==> config.mk <==
export PLATFORM = sky130hd
export DESIGN_NAME = idx_codec_regs
export DESIGN_NICKNAME = d
export VERILOG_FILES = /design/src/rtl/codec_reg_pkg.sv /design/src/rtl/codec_index_dec.sv /design/src/rtl/codec_cal_flag.sv /design/src/rtl/codec_reg_bank.sv /design/src/rtl/idx_codec_regs.sv
export SDC_FILE = /design/constraint.sdc
export NUM_CORES = 1
export LEC_CHECK = 0
export BUFFER_PORTS_ARGS = -buffer_cell sky130_fd_sc_hd__buf_2
export CORE_ASPECT_RATIO = 1.5
export CORE_MARGIN = 8
export CORE_UTILIZATION = 39
export CTS_CLUSTER_DIAMETER = 80
export DETAILED_ROUTE_END_ITERATION = 8
export PLACE_DENSITY = 0.58
export SETUP_SLACK_MARGIN = 0.3
export SLEW_MARGIN = 15
export SYNTH_ARGS = -nofsm -noshare
export SYNTH_HDL_FRONTEND = slang
export SYNTH_SLANG_ARGS = --single-unit
==> constraint.sdc <==
create_clock -name clk -period 4.3 [get_ports clk]
set_input_delay 0.43 -clock clk [delete_from_list [all_inputs] [get_ports clk]]
set_output_delay 0.43 -clock clk [all_outputs]
set_load 0.1 [all_outputs]
==> src/rtl/codec_reg_pkg.sv <==
package codec_reg_pkg;
  localparam int BYTE_W = 8;
  typedef logic [BYTE_W-1:0] byte_t;

  localparam int REG_FMT    = 8;
  localparam int REG_CFG    = 9;
  localparam int REG_PIN    = 10;
  localparam int REG_INIT   = 11;
  localparam int REG_MODE   = 12;
  localparam int REG_CNT_HI = 14;
  localparam int REG_CNT_LO = 15;
  localparam int REG_RSV_A  = 22;
  localparam int REG_ALT    = 24;
  localparam int REG_RSV_B  = 27;
  localparam int REG_RSV_C  = 29;

  localparam int MCE_BIT     = 6;
  localparam int WIDE_BIT    = 6;
  localparam int CAL_BIT     = 5;
  localparam int CFG_RSV_BIT = 5;
  localparam int PMC_BIT     = 4;

  function automatic byte_t reset_value(input int idx);
    case (idx)
      2, 3, 4, 5, 18, 19: reset_value = 8'h88;
      6, 7:               reset_value = 8'h80;
      REG_CFG:            reset_value = 8'h08;
      REG_MODE:           reset_value = 8'h8A;
      25, 26:             reset_value = 8'hA0;
      default:            reset_value = 8'h00;
    endcase
  endfunction
endpackage

==> src/rtl/codec_index_dec.sv <==
module codec_index_dec #(
  parameter int AW = 5
) (
  input  logic [AW-1:0] idx_bits,
  input  logic          wide_mode,
  output logic [AW-1:0] sel
);
  localparam int NW = AW - 1;

  always_comb begin
    if (wide_mode) sel = idx_bits;
    else           sel = {1'b0, idx_bits[NW-1:0]};
  end
endmodule

==> src/rtl/codec_cal_flag.sv <==
module codec_cal_flag #(
  parameter int CAL_W      = 4,
  parameter int CAL_PRESET = 1
) (
  input  logic clk,
  input  logic rst,
  input  logic load,
  input  logic rd_hit,
  output logic active
);
  logic [CAL_W-1:0] cnt;

  always_ff @(posedge clk) begin
    if (rst)                         cnt <= '0;
    else if (load)                   cnt <= CAL_W'(CAL_PRESET);
    else if (rd_hit && cnt != '0)    cnt <= cnt - 1'b1;
  end

  assign active = (cnt != '0);
endmodule

==> src/rtl/codec_reg_bank.sv <==
module codec_reg_bank
  import codec_reg_pkg::*;
#(
  parameter int NREG = 32,
  parameter int AW   = 5
) (
  input  logic          clk,
  input  logic          rst,
  input  logic          wr_en,
  input  logic [AW-1:0] sel,
  input  byte_t         wdata,
  input  logic          mce,
  output byte_t         rd_val,
  output byte_t         mode_byte,
  output byte_t         fmt,
  output byte_t         cfg,
  output byte_t         pin,
  output byte_t         cnt_hi,
  output byte_t         cnt_lo,
  output byte_t         alt,
  output logic          upd
);
  byte_t bank [NREG];

  always_ff @(posedge clk) begin
    if (rst) begin
      for (int i = 0; i < NREG; i++) bank[i] <= reset_value(i);
      upd <= 1'b0;
    end else begin
      upd <= 1'b0;
      if (wr_en) begin
        case (sel)
          AW'(REG_RSV_A), AW'(REG_RSV_B), AW'(REG_RSV_C), AW'(REG_INIT): ;
          AW'(REG_FMT): begin
            if (mce) begin
              bank[sel] <= wdata;
              upd       <= 1'b1;
            end else if (bank[REG_ALT][PMC_BIT]) begin
              bank[sel] <= {wdata[7:4], bank[REG_FMT][3:0]};
              upd       <= 1'b1;
            end
          end
          AW'(REG_CFG): begin
            bank[sel] <= wdata & ~(byte_t'(1) << CFG_RSV_BIT);
            upd       <= 1'b1;
          end
          AW'(REG_MODE): begin
            bank[sel] <= (bank[REG_MODE] & ~(byte_t'(1) << WIDE_BIT))
                       | (wdata & (byte_t'(1) << WIDE_BIT));
          end
          default: bank[sel] <= wdata;
        endcase
      end
    end
  end

  assign rd_val    = bank[sel];
  assign mode_byte = bank[REG_MODE];
  assign fmt       = bank[REG_FMT];
  assign cfg       = bank[REG_CFG];
  assign pin       = bank[REG_PIN];
  assign cnt_hi    = bank[REG_CNT_HI];
  assign cnt_lo    = bank[REG_CNT_LO];
  assign alt       = bank[REG_ALT];
endmodule

==> src/rtl/idx_codec_regs.sv <==
module idx_codec_regs
  import codec_reg_pkg::*;
#(
  parameter int NREG       = 32,
  parameter int CAL_W      = 4,
  parameter int CAL_PRESET = 1
) (
  input  logic       clk,
  input  logic       rst,
  input  logic [1:0] bus_addr,
  input  logic       bus_wr,
  input  logic       bus_rd,
  input  logic [7:0] bus_wdata,
  output logic [7:0] bus_rdata,
  input  logic       pb_irq,
  output logic [7:0] pb_fmt,
  output logic [7:0] pb_cfg,
  output logic [7:0] pb_pin,
  output logic [7:0] pb_cnt_hi,
  output logic [7:0] pb_cnt_lo,
  output logic [7:0] pb_alt,
  output logic       pb_upd
);
  localparam int AW = $clog2(NREG);
  localparam logic [1:0] P_INDEX  = 2'd0;
  localparam logic [1:0] P_DATA   = 2'd1;
  localparam logic [1:0] P_STATUS = 2'd2;

  byte_t         idx_reg;
  byte_t         rd_val;
  byte_t         mode_byte;
  logic [AW-1:0] sel;
  logic          cal_active;
  logic          cal_load;
  logic          cal_rd_hit;
  logic          data_wr;

  assign data_wr = bus_wr && bus_addr == P_DATA;

  always_ff @(posedge clk) begin
    if (rst)                               idx_reg <= 8'h40;
    else if (bus_wr && bus_addr == P_INDEX) idx_reg <= bus_wdata & 8'h7F;
  end

  codec_index_dec #(.AW(AW)) dec_i (
    .idx_bits (idx_reg[AW-1:0]),
    .wide_mode(mode_byte[WIDE_BIT]),
    .sel      (sel)
  );

  codec_reg_bank #(.NREG(NREG), .AW(AW)) bank_i (
    .clk      (clk),
    .rst      (rst),
    .wr_en    (data_wr),
    .sel      (sel),
    .wdata    (bus_wdata),
    .mce      (idx_reg[MCE_BIT]),
    .rd_val   (rd_val),
    .mode_byte(mode_byte),
    .fmt      (pb_fmt),
    .cfg      (pb_cfg),
    .pin      (pb_pin),
    .cnt_hi   (pb_cnt_hi),
    .cnt_lo   (pb_cnt_lo),
    .alt      (pb_alt),
    .upd      (pb_upd)
  );

  assign cal_load   = bus_wr && bus_addr == P_INDEX && !idx_reg[MCE_BIT]
                   && bus_wdata[MCE_BIT] && (pb_cfg[4:3] != 2'b00);
  assign cal_rd_hit = bus_rd && bus_addr == P_DATA && sel == AW'(REG_INIT);

  codec_cal_flag #(.CAL_W(CAL_W), .CAL_PRESET(CAL_PRESET)) cal_i (
    .clk   (clk),
    .rst   (rst),
    .load  (cal_load),
    .rd_hit(cal_rd_hit),
    .active(cal_active)
  );

  always_ff @(posedge clk) begin
    if (rst) bus_rdata <= 8'h00;
    else if (bus_rd) begin
      case (bus_addr)
        P_INDEX:  bus_rdata <= idx_reg;
        P_DATA:   bus_rdata <= rd_val | ((cal_rd_hit && cal_active) ? 8'h20 : 8'h00);
        P_STATUS: bus_rdata <= {7'b0, pb_irq};
        default:  bus_rdata <= 8'h00;
      endcase
    end
  end
endmodule

Word-level counts from Yosys, hierarchy flattened --
Memories as Yosys holds them, arrays and structs flattened. Cells that the tools add are included.
Storage, ports and cells: register bits after elaboration 20, output and inout bits 57, logic and storage cells 85, memory bits (writable) 256, memories kept 1
Cells by class: multiplexer cells 45, equal/unequal tests 9, reductions and logical operators 17, bitwise gates (word level) 7, $add $sub $neg 1
Memories:
- bank_i.bank | depth 32, width 8, rd ports 8, clocked after memory_dff 0, wr ports 32, line codec_reg_bank.sv:23 | byte_t bank [NREG];
Operators by type and width (count):
- 8-bit two-way mux | 11
- 1-bit two-way mux | 29
- 8-bit case mux with 3 select lines | 1
- 5-bit by 4-bit equality test with 1-bit output (second input constant) | 4
- 5-bit equality test (second input constant) | 3
- 5-bit two-way mux | 2
- 1-bit logical AND | 8
- 8-bit by 6-bit OR with 8-bit output | 1
- 8-bit by 7-bit OR with 8-bit output | 1
- 8-bit OR reduction | 1
- 7-bit OR reduction | 1
- 6-bit two-way mux | 1
- 1-bit OR | 4
- 2-bit nonzero test | 2
- 4-bit nonzero test | 1
- 2-bit OR reduction | 2
- 4-bit by 1-bit subtractor with 4-bit output (second input constant) | 1
- 2-bit by 1-bit equality test with 1-bit output (second input constant) | 1
- 2-bit equality test (second input constant) | 1
- 2-bit logical NOT | 1
- 1-bit case mux with 2 select lines | 1
- 1-bit logical NOT | 1
- 1-bit inverter | 1

Logic depth before layout (Yosys ltp) --
Gate-level depths: netlist of run 1. An unclocked memory read counts as a cell.
depth in word-level cells 13, depth in mapped cells 8, mapped depth without buffers 6

Cells and area by module --
From an unflattened synthesis of run 1, not the netlist that was laid out.
Unflattened totals: cell total of the unflattened synthesis 934, area, all modules 12682.2 um^2
By module, submodules not included:
- codec_reg_bank | area an instance 11710.0 um^2, cells each 830, seq. area each 7707.4 um^2, times used 1
- idx_codec_regs | area an instance 720.7 um^2, cells each 74, seq. area each 300.3 um^2, times used 1
- codec_cal_flag | area an instance 215.2 um^2, cells each 25, seq. area each 80.1 um^2, times used 1
- codec_index_dec | area an instance 36.3 um^2, cells each 5, seq. area each 0.0 um^2, times used 1

Worst setup path after synthesis of run 1 --
No wires, ideal clock.
path kind in2reg, from input port rst, to memory bank_i.bank[4][7] (netlist name), data pin, cell stages on the path 7, path buffers 2, path slack 1.888 ns, data arrival time 2.146 ns, data required time 4.034 ns, cell sequence nand4bb_4 > or3_1 > buf_2 > nor3_4 > mux2i_2 > buf_6 > nand2_1
RTL lines:
- start: declaration | line idx_codec_regs.sv:9 | input logic rst,
- end: declaration | line codec_reg_bank.sv:23

==> results of run 1 <==
==> final cells by class <==
cell class / count / area share
inverters: 5 / 0.00133
clock inverters: 13 / 0.00685
well taps: 405 / 0.0360
multi-input cells: 579 / 0.288
repair buffers: 100 / 0.0425
flip-flops and latches: 276 / 0.576
clock buffers: 32 / 0.0500
==> kinds of logic after synthesis <==
| family | count (synthesis) | share of synthesized area |
|---|---|---|
| simple gates | 387 | 0.141 |
| flops | 276 | 0.657 |
| compound gates | 80 | 0.0501 |
| mux | 75 | 0.122 |
| buf+inv | 70 | 0.0264 |
| xor+xnor | 3 | 0.00213 |
| fa+ha+maj | 1 | 0.00102 |
| other cells | 1 | 0.000304 |
==> worst max-delay path: stages, from the launching register on <==
cell and delay (ns):
edfxtp_1 0.52, a21oi_1 0.59, and2_1 0.55, o21ai_0 0.18, a2bb2oi_2 0.53, buf_4 0.37
nor2_1 0.07
==> per-layer routing <==
metal	vias up	routed length, um
met5	-	0
met4	0	1370
met3	64	2160
met2	316	18700
met1	3963	12300
li1	3465	-
==> metrics by stage <==
| step | setup slack (ns) | util | power [mW] |
|---|---|---|---|
| 2_1_floorplan | 1.89 | - | 3.46 |
| 3_3_place_gp | 1.14 | 0.427 | 3.61 |
| 3_5_place_dp | 1.02 | 0.427 | 3.62 |
| 4_1_cts | 1.22 | 0.453 | 5.77 |
| 5_1_grt | 1.05 | 0.453 | 5.88 |
| 6_report | 1.23 | 0.453 | 5.74 |
==> cell usage in the layout (no fill, tap or decap), types with 12 or more instances in the layout <==
master	netlist	routed
edfxtp_1	256	256
dfxtp_1	20	18
mux2i_1	13	13
conb_1	1	33
buf_2	26	71
a22oi_1	12	12
nand2_1	65	65
clkbuf_16	0	26
buf_4	0	27
nor2_1	221	221
nand2b_1	29	29
mux4_2	60	60
nand3_1	12	12
==> power by group through the flow <==
stage / Combinational [mW] / Sequential (mW) / Clock, mW
5_1_grt: 0.503 / 3.08 / 2.30
4_1_cts: 0.484 / 3.08 / 2.21
6_report: 0.482 / 3.07 / 2.18
3_5_place_dp: 0.482 / 3.13 / 0
2_1_floorplan: 0.216 / 3.24 / 0
3_3_place_gp: 0.483 / 3.13 / 0
==> worst paths after layout <==
check,end,slack (ns),depth (start not counted)
setup / recovery,bank_i.bank[6][5],1.23,6
hold / removal,idx_reg[6],0.15,2
setup reg to reg,bank_i.bank[6][5],1.23,6
hold reg to reg,idx_reg[5],0.46,2
==> flow_metrics.env, run 1 <==
export IMPL_rsz0062_at_grt="false"
export IMPL_leakage_nw=4.86
export IMPL_rows=79
export IMPL_antenna_found_initial=0
export IMPL_synth_area_leader_cell="edfxtp_1"
export IMPL_ys_ff_latch=276
export IMPL_cts_clk_slew_worst_paths_ns=0.07
export IMPL_holdWs_ns=0.151
export IMPL_core_mm2=0.0310
export IMPL_min_delay_path_class="input port to flip-flop"
export IMPL_synth_edf_count=256
export IMPL_dieArea_mm2=0.0376
export IMPL_grt_pass1_wl_mm=51.6
export IMPL_combPwrFrac=0.084
export IMPL_first_pass_iters=5
export IMPL_worst_pin_slew_ns=0.969
export IMPL_largest_register_ffs=256
export IMPL_drcViolationCount=0
export IMPL_switching_share=0.240
export IMPL_place_inst=1365
export IMPL_grt_max_degree=62
export IMPL_p_per_area_mw_per_mm2=408
export IMPL_fp_dieH_um=234
export IMPL_status="finished clean"
export IMPL_met3_usage=0.0287
export IMPL_crit_required_ns=4.58
export IMPL_htreeDepth=1
export IMPL_fin_cells=1410
export IMPL_n_fill_cell=2803
export IMPL_syn_inst=893
export IMPL_wl_per_cell_um=24.5
export IMPL_syn_area_mm2=0.0123
export IMPL_clkPwrFrac=0.380
export IMPL_clock_root_buffer="clkbuf_16"
export IMPL_slew_limit_headroom=0.340
export IMPL_finalHoldViolations=0
export IMPL_holdBufCountCts=0
export IMPL_cts_tree="done"
export IMPL_grt_overflow_total=0
export IMPL_max_freq_ghz=0.326
export IMPL_cts_sinks=276
export IMPL_cts_made_buffers=25
export IMPL_intPower_mw=4.36
export IMPL_use_met2=0.345
export IMPL_insertion_delay_ns=0.54
export IMPL_drive_gt1_frac=0.219
export IMPL_ant_nets=0
export IMPL_nets=1003
export IMPL_start_util=0.397
export IMPL_irDropWorstVdd_mv=0.241
export IMPL_cp_end_kind="flip-flop"
export IMPL_dpl_cell_area_mm2=0.0133
export IMPL_area_delta_synth_final_pct=14.1
export IMPL_maxSlewViolCount=0
export IMPL_crit_fanout=17
export IMPL_avgSynthCellArea_um2=13.8
export IMPL_ios=72
export IMPL_met1_usage=0.201
export IMPL_grt_usage=0.184
export IMPL_synth_cell_types=59
export IMPL_multi_input_area_mm2=0.00404
export IMPL_postSynth_asyncResetShare=0
export IMPL_worstReg2RegStart="bank_i.bank[12][6]"
export IMPL_io_buffers=71
export IMPL_seq_power_share=0.536
export IMPL_crit_start="bank_i.bank[12][6]"
export IMPL_synth_most_common_cell="edfxtp_1"
export IMPL_setup_tns_ns=0
export IMPL_fin_skew_ns=0.00875
export IMPL_grt_busiest_layer="met2"
export IMPL_grt_pass1_vias=8100
export IMPL_cp_arrival_ns=3.35
export IMPL_routed_via_density=5.54
export IMPL_postCtsSetupBuffers=0
export IMPL_clockBufferDepth=3
export IMPL_cts_resized=0
export IMPL_worstSetupPathType="flip-flop to flip-flop"
export IMPL_synth_top_cells_by_count="256 x edfxtp_1, 221 x nor2_1, 65 x nand2_1"
export IMPL_hold_start="bus_wdata[6]"
export IMPL_cap_violations=0
export IMPL_first_iter_violations=699
export IMPL_min_period_ns=3.07
export IMPL_synth_top_cell_area_share=0.624
export IMPL_num_antenna_cells=0
export IMPL_setup_viol=0
export IMPL_place_gp_congestion=0.908
export IMPL_register_area_mm2=0.00810
export IMPL_synth_warnings=0
export IMPL_ys_seq_area_frac=0.657
export IMPL_vias=7808
export IMPL_die_w_um=161
export IMPL_p_sw_mw=1.38
export IMPL_hpwl_mm=24.6
export IMPL_period_share=0.714
export IMPL_fin_area_mm2=0.0141
export IMPL_netlist_top_cells_area="edfxtp_1 62%, mux4_2 11%, nor2_1 6.7%, dfxtp_1 3.3%, nand2_1 2.0%"
export IMPL_ys_flop_type="edfxtp_1"
export IMPL_startpoint_type="flip-flop"
export IMPL_drt_wl_total_mm=34.6
Power figures use the tool's default switching activity.
==> run 2: changes to the inputs <==
--- a/config.mk
+++ b/config.mk
@@ -5,13 +5,14 @@
 export SDC_FILE = /design/constraint.sdc
 export NUM_CORES = 1
 export LEC_CHECK = 0
+export ABC_AREA = 1
 export BUFFER_PORTS_ARGS = -buffer_cell sky130_fd_sc_hd__buf_2
 export CORE_ASPECT_RATIO = 1.5
 export CORE_MARGIN = 8
 export CORE_UTILIZATION = 39
 export CTS_CLUSTER_DIAMETER = 80
 export DETAILED_ROUTE_END_ITERATION = 8
-export PLACE_DENSITY = 0.58
+export PLACE_DENSITY = 0.6
 export SETUP_SLACK_MARGIN = 0.3
 export SLEW_MARGIN = 15
 export SYNTH_ARGS = -nofsm -noshare
==> constraint.sdc (replaced) <==
create_clock -name clk -period 2.72 [get_ports clk]
set_input_delay 0.272 -clock clk [delete_from_list [all_inputs] [get_ports clk]]
set_output_delay 0.272 -clock clk [all_outputs]
set_load 0.1 [all_outputs]
==> run 2 against run 1 <==
  * Combinational power up 90%
  * Total power up 73%
  * Sequential power grew 58%
  * Critical path depth is 6 higher
  * Worst hold slack got worse by 0.12 ns
  * Die area is 1.2% lower
  * Clock skew rose by 0.0040 ns
  * Global-route usage is 0.51 points higher
  * Synthesized cell count increased by 30%
  * Non-clock buffer count grew 41
  * Register-to-register slack got worse by 0.84 ns
  * Fmax grew 32%
  * Critical path type unchanged
  * Largest cell class unchanged
  * Highest routed layer unchanged
==> flow_metrics.env, run 2 <==
export IMPL_worstSetupEndpoint="bank_i.bank[6][7]"
export IMPL_place_gp_congestion=0.861
export IMPL_cp_end_kind="flip-flop"
export IMPL_fin_skew_ns=0.0128
export IMPL_dieArea_mm2=0.0372
export IMPL_drcViolationCount=0
export IMPL_syn_area_mm2=0.0122
export IMPL_layout_commonest_cell="nand2_1"
export IMPL_cap_violations=0
export IMPL_synth_cell_types=38
export IMPL_crit_required_ns=2.92
export IMPL_cts_clk_slew_worst_paths_ns=0.07
export IMPL_synth_most_common_cell="nand2_1"
export IMPL_cts_tree="done"
export IMPL_startpoint_type="flip-flop"
export IMPL_drive_gt1_frac=0.193
export IMPL_holdWs_ns=0.0305
export IMPL_rows=79
export IMPL_slew_limit_headroom=0.549
export IMPL_avgSynthCellArea_um2=10.4
export IMPL_core_mm2=0.0308
export IMPL_cp_arrival_ns=2.53
export IMPL_first_iter_violations=705
export IMPL_max_freq_ghz=0.429
export IMPL_ant_nets=0
export IMPL_combPwrFrac=0.092
export IMPL_finalHoldViolations=0
export IMPL_ys_seq_area_frac=0.665
export IMPL_leakage_nw=5.84
export IMPL_switching_share=0.240
export IMPL_cts_made_buffers=26
export IMPL_grt_usage=0.189
export IMPL_clockBufferDepth=3
export IMPL_hpwl_mm=23.8
export IMPL_max_stage_delay_ns=0.45
export IMPL_die_w_um=160
export IMPL_seq_power_share=0.489
export IMPL_register_area_mm2=0.00809
export IMPL_n_fill_cell=2924
export IMPL_worstSetupPathType="flip-flop to flip-flop"
export IMPL_grt_pass1_wl_mm=54.4
export IMPL_synth_warnings=0
export IMPL_crit_fanout=11
export IMPL_mostFrequentLayoutCells="312 x nand2_1, 256 x edfxtp_1, 229 x nor2_1"
export IMPL_synth_edf_count=256
export IMPL_antenna_found_initial=0
export IMPL_ys_flop_type="edfxtp_1"
export IMPL_grt_max_degree=58
export IMPL_intPower_mw=7.55
export IMPL_wl_per_cell_um=20.6
export IMPL_worst_pin_slew_ns=0.676
export IMPL_maxSlewViolCount=0
export IMPL_num_antenna_cells=0
export IMPL_multi_input_area_mm2=0.00380
export IMPL_setup_viol=0
export IMPL_status="finished clean"
export IMPL_htreeDepth=1
export IMPL_postSynth_asyncResetShare=0
export IMPL_synth_top_cells_by_count="334 x nand2_1, 256 x edfxtp_1, 229 x nor2_1"
export IMPL_worstReg2RegStart="bank_i.bank[12][6]"
export IMPL_grt_overflow_total=0
export IMPL_period_share=0.857
export IMPL_netlist_top_cells_area="edfxtp_1 63%, nand2_1 10%, nor2_1 7.1%, a22oi_1 5.9%, dfxtp_1 3.3%"
export IMPL_insertion_delay_ns=0.54
export IMPL_first_pass_iters=5
export IMPL_cpMostUsedCell="nand2_1"
export IMPL_io_buffers=71
export IMPL_synth_top_cell_area_share=0.633
export IMPL_syn_inst=1165
export IMPL_drt_wl_total_mm=35.5
export IMPL_cts_sinks=276
export IMPL_min_delay_path_class="input port to flip-flop"
export IMPL_clock_root_buffer="clkbuf_16"
export IMPL_crit_start="bank_i.bank[12][6]"
export IMPL_setup_tns_ns=0
export IMPL_rsz0062_at_grt="false"
export IMPL_fp_dieH_um=232
export IMPL_cp_slowest_cell="edfxtp_1"
export IMPL_grt_pass1_vias=9174
export IMPL_p_sw_mw=2.38
export IMPL_vias=9009
export IMPL_ios=72
export IMPL_synth_area_leader_cell="edfxtp_1"
export IMPL_irDropWorstVdd_mv=0.415
export IMPL_largest_register_ffs=256
export IMPL_area_delta_synth_final_pct=19.5
export IMPL_clkPwrFrac=0.418
export IMPL_r2r_end="bank_i.bank[6][7]"
export IMPL_start_util=0.394
export IMPL_nets=1314
export IMPL_r2r_setup_slack_ns=0.39
export IMPL_min_period_ns=2.33
export IMPL_routed_via_density=5.23
export IMPL_rr_worst_depth=12
export IMPL_p_per_area_mw_per_mm2=684
export IMPL_ys_ff_latch=276
export IMPL_crit_chain="nand2_4 -> nand3_2 -> nor2_2 -> o21ai_1 -> nand2_1 -> nand2_1 -> nand2_1 -> nor2_4 -> nor2_4 -> buf_12 -> nand2_1 -> nand2_1"
==> run 2: power groups by stage <==
stage / combinational (mW) / clock [mW] / sequential (mW)
4_1_cts: 0.914 / 4.21 / 4.86
6_report: 0.915 / 4.15 / 4.86
3_5_place_dp: 0.906 / 0 / 4.95
5_1_grt: 0.974 / 4.34 / 4.87
2_1_floorplan: 0.390 / 0 / 5.16
3_3_place_gp: 0.904 / 0 / 4.95
==> run 2: how the worst min path moves through the flow <==
| stage | from | cells past startpoint | endpoint |
|---|---|---|---|
| detailed placement | bus_rdata[7] | 2 | bus_rdata[7] |
| floorplan | bus_rd | 2 | bus_rdata[0] |
| CTS | bus_wdata[5] | 3 | idx_reg[5] |
| global placement | bus_rdata[0] | 2 | bus_rdata[0] |
| finish | bus_wdata[5] | 3 | idx_reg[5] |
| global route | bus_wdata[5] | 3 | idx_reg[5] |
==> run 2: worst max-delay path: cells and delay by family (launching register included) <==
| family | cells | cell delay [ns] |
|---|---|---|
| flip-flops | 1 | 0.45 |
| buffers and inverters | 1 | 0.16 |
| AO/OA/AOI/OAI | 1 | 0.08 |
| AND/OR/NAND/NOR | 10 | 1.27 |
==> run 2: cell families (layout without fill, tap and decap cells) <==
family / Yosys count / in the layout / share of synthesized area
buffers and inverters: 108 / 229 / 0.0387
AO/OA/AOI/OAI: 150 / 150 / 0.0846
AND/OR/NAND/NOR: 629 / 629 / 0.210
other: 1 / 33 / 0.000309
flip-flops: 276 / 276 / 0.665
adder cells (fa/ha/maj): 1 / 1 / 0.00103
==> run 2: stage by stage <==
stage                     cell area (um2)  cells   util  worst slack [ns]  total power [mW]
after floorplan                     12300   1197      -             0.382              5.55
after global placement              13400   1672  0.436             0.293              5.85
after detailed placement            13400   1672  0.436             0.263              5.86
after CTS                           14500   1720  0.469             0.291              9.98
after global routing                14500   1723  0.471             0.306              10.2
final                               14500   1723  0.471             0.389              9.93
==> run 2: cell type report <==
cell class,count,area share
Sequential cell,276,0.557
Multi-Input combinational cell,813,0.262
Timing Repair Buffer,141,0.0684
Clock buffer,35,0.0507
Tap cell,405,0.0349
Clock inverter,13,0.0168
Inverter,40,0.0106
==> run 2: layer usage <==
metal / vias to the layer above / part of all wire / global-route usage
li1: 4229 / - / -
met1: 4408 / 0.38 / 0.216
met2: 305 / 0.53 / 0.347
met3: 67 / 0.054 / 0.0225
met4: 0 / 0.042 / 0.0893
met5: - / 0 / 0
==> run 2: timing repair <==
item	CTS	global route
endpoints found under the hold margin	0	0
pin swaps	0	1
resized for setup	13	18
endpoints found under the setup margin	110	348
hold buffers	0	0
setup buffers	0	3
==> run 3: changes to the inputs <==
--- a/config.mk
+++ b/config.mk
@@ -9,10 +9,10 @@
 export BUFFER_PORTS_ARGS = -buffer_cell sky130_fd_sc_hd__buf_2
 export CORE_ASPECT_RATIO = 1.5
 export CORE_MARGIN = 8
-export CORE_UTILIZATION = 39
+export CORE_UTILIZATION = 50
 export CTS_CLUSTER_DIAMETER = 80
 export DETAILED_ROUTE_END_ITERATION = 8
-export PLACE_DENSITY = 0.6
+export PLACE_DENSITY = 0.73
 export SETUP_SLACK_MARGIN = 0.3
 export SLEW_MARGIN = 15
 export SYNTH_ARGS = -nofsm -noshare
==> run 3 against run 2 <==
  * Combinational power hardly changed
  * Global-route usage is 4.3 points higher
  * Routed wire length is 4.4% lower
  * Utilization is 12 points higher
  * Critical path depth stayed put
  * Count of clock-buffer cells in the layout is 5 lower
  * Final cell count is 5.8% lower
  * Worst hold slack better by 0.033 ns
  * First-iteration DRC count is 36% higher
==> flow_metrics.env, run 3 (synthesis gave the netlist of run 2 again) <==
export IMPL_vias=9277
export IMPL_cts_sinks=276
export IMPL_setup_viol=0
export IMPL_first_pass_iters=6
export IMPL_routed_via_density=5.72
export IMPL_grt_max_degree=43
export IMPL_grt_overflow_total=0
export IMPL_cp_end_kind="flip-flop"
export IMPL_hpwl_mm=22.7
export IMPL_drive_gt1_frac=0.184
export IMPL_worstSetupPathType="flip-flop to flip-flop"
export IMPL_fin_skew_ns=0.0101
export IMPL_rr_worst_depth=12
export IMPL_nets=1297
export IMPL_max_freq_ghz=0.425
export IMPL_clockBufferDepth=3
export IMPL_wl_per_cell_um=20.9
export IMPL_status="finished clean"
export IMPL_crit_fanout=8
export IMPL_cp_arrival_ns=2.57
export IMPL_startpoint_type="flip-flop"
export IMPL_rsz0062_at_grt="true"
export IMPL_p_per_area_mw_per_mm2=641
export IMPL_r2r_setup_slack_ns=0.37
export IMPL_dpl_cell_area_mm2=0.0131
export IMPL_highest_layer="met4"
export IMPL_register_area_mm2=0.00809
export IMPL_drt_met1_wl_mm=12.1
export IMPL_cts_tree="done"
export IMPL_period_share=0.865
export IMPL_holdBufCountCts=0
export IMPL_irDropWorstVdd_mv=0.403
export IMPL_num_antenna_cells=0
export IMPL_wl_met2_mm=17.2
export IMPL_cts_made_buffers=25
export IMPL_largest_register_ffs=256
export IMPL_crit_required_ns=2.93
export IMPL_dieArea_mm2=0.0297
export IMPL_start_util=0.503
export IMPL_fin_area_mm2=0.0142
export IMPL_place_gp_congestion=0.897
export IMPL_worst_pin_slew_ns=0.868
export IMPL_setup_tns_ns=0
export IMPL_area_delta_synth_final_pct=16.7
export IMPL_clock_root_buffer="clkbuf_16"
export IMPL_core_mm2=0.0242
export IMPL_grt_pass1_wl_mm=52.2
export IMPL_ios=72
export IMPL_layout_commonest_cell="nand2_1"
export IMPL_grt_pass1_vias=9208
export IMPL_mostFrequentLayoutCells="304 x nand2_1, 256 x edfxtp_1, 228 x nor2_1"
export IMPL_multi_input_area_mm2=0.00392
export IMPL_worstReg2RegStart="bank_i.bank[12][6]"
export IMPL_first_iter_violations=957
export IMPL_ant_nets=0
export IMPL_finalHoldViolations=0
export IMPL_cap_violations=0
export IMPL_maxSlewViolCount=0
export IMPL_cts_clk_slew_worst_paths_ns=0.07
export IMPL_n_fill_cell=2007
export IMPL_grt_usage=0.232
export IMPL_hold_start="bus_wdata[0]"
export IMPL_slew_limit_headroom=0.422
export IMPL_min_period_ns=2.35
export IMPL_insertion_delay_ns=0.52
export IMPL_antenna_found_initial=0
export IMPL_drt_wl_total_mm=33.9
export IMPL_wl_met3_mm=2.75
export IMPL_io_buffers=71
export IMPL_die_w_um=143
export IMPL_r2r_end="bank_i.bank[6][0]"
export IMPL_drcViolationCount=0
export IMPL_rows=70
export IMPL_htreeDepth=1
export IMPL_fp_dieH_um=207
export IMPL_leakage_nw=5.76
export IMPL_min_delay_path_class="input port to flip-flop"
export IMPL_holdPathStages=3
export IMPL_holdPathEnd="idx_reg[0]"
-- run 3: metal layers --
metal | vias up | GRT usage
met2 | 539 | 0.404
met3 | 117 | 0.0230
met5 | - | 0
li1 | 4196 | -
met1 | 4425 | 0.278
met4 | 0 | 0.129
-- run 3: through the flow --
stage                     worst slack (ns)  hold slack, ns  instances   util  total power [mW]
after CTS                            0.277          0.0423       1618  0.577              9.08
after global routing                 0.253          0.0621       1623  0.587              9.33
final                                0.366          0.0638       1623  0.587              9.09
after floorplan                      0.382           0.415       1197      -              5.55
after global placement               0.185           0.452       1573  0.544              5.82
after detailed placement             0.102           0.469       1573  0.544              5.83
-- run 3: where the power goes --
group | internal (mW) | total (mW) | switching (mW)
sequential | 4.79 | 4.86 | 0.0708
clock | 1.80 | 3.31 | 1.52
combinational | 0.197 | 0.918 | 0.721
total | 6.78 | 9.09 | 2.31
-- run 3: worst max path at each step --
stage / from / endpoint / slack, ns / cells past startpoint
after floorplan: bank_i.bank[24][4] / bank_i.bank[15][0] / 0.38 / 9
after global placement: bus_addr[1] / bank_i.bank[18][7] / 0.18 / 12
after detailed placement: bank_i.bank[12][6] / bank_i.bank[31][6] / 0.10 / 10
after CTS: bank_i.bank[12][6] / bank_i.bank[9][4] / 0.28 / 10
after global routing: bank_i.bank[12][6] / bank_i.bank[6][0] / 0.25 / 10
final: bank_i.bank[12][6] / bank_i.bank[6][0] / 0.37 / 12
-- run 3: what timing repair did --
action	in CTS	in global routing
gates resized for setup	19	48
endpoints found under the hold margin	0	0
buffers inserted	0	5
setup endpoints to repair	218	351
pin swaps	0	4
-- run 3: critical path, cell delays in order, from the launching register on --
cell and delay (ns):
edfxtp_1 0.44, nand2_4 0.13, nand3_1 0.14, nor2_2 0.18, o21ai_1 0.11, nand2_1 0.07
nand2_1 0.07, nand2_1 0.11, nor2_4 0.07, nor2_4 0.13, buf_12 0.15, nand2_1 0.20
nand2_2 0.25
-- run 3: layout make-up --
class,instances,share of cell area
multi-input cells,813,0.276
clock buffers,30,0.0454
repair buffers,125,0.0600
clock inverters,15,0.00776
flip-flops and latches,276,0.571
well taps,324,0.0286
inverters,40,0.0112
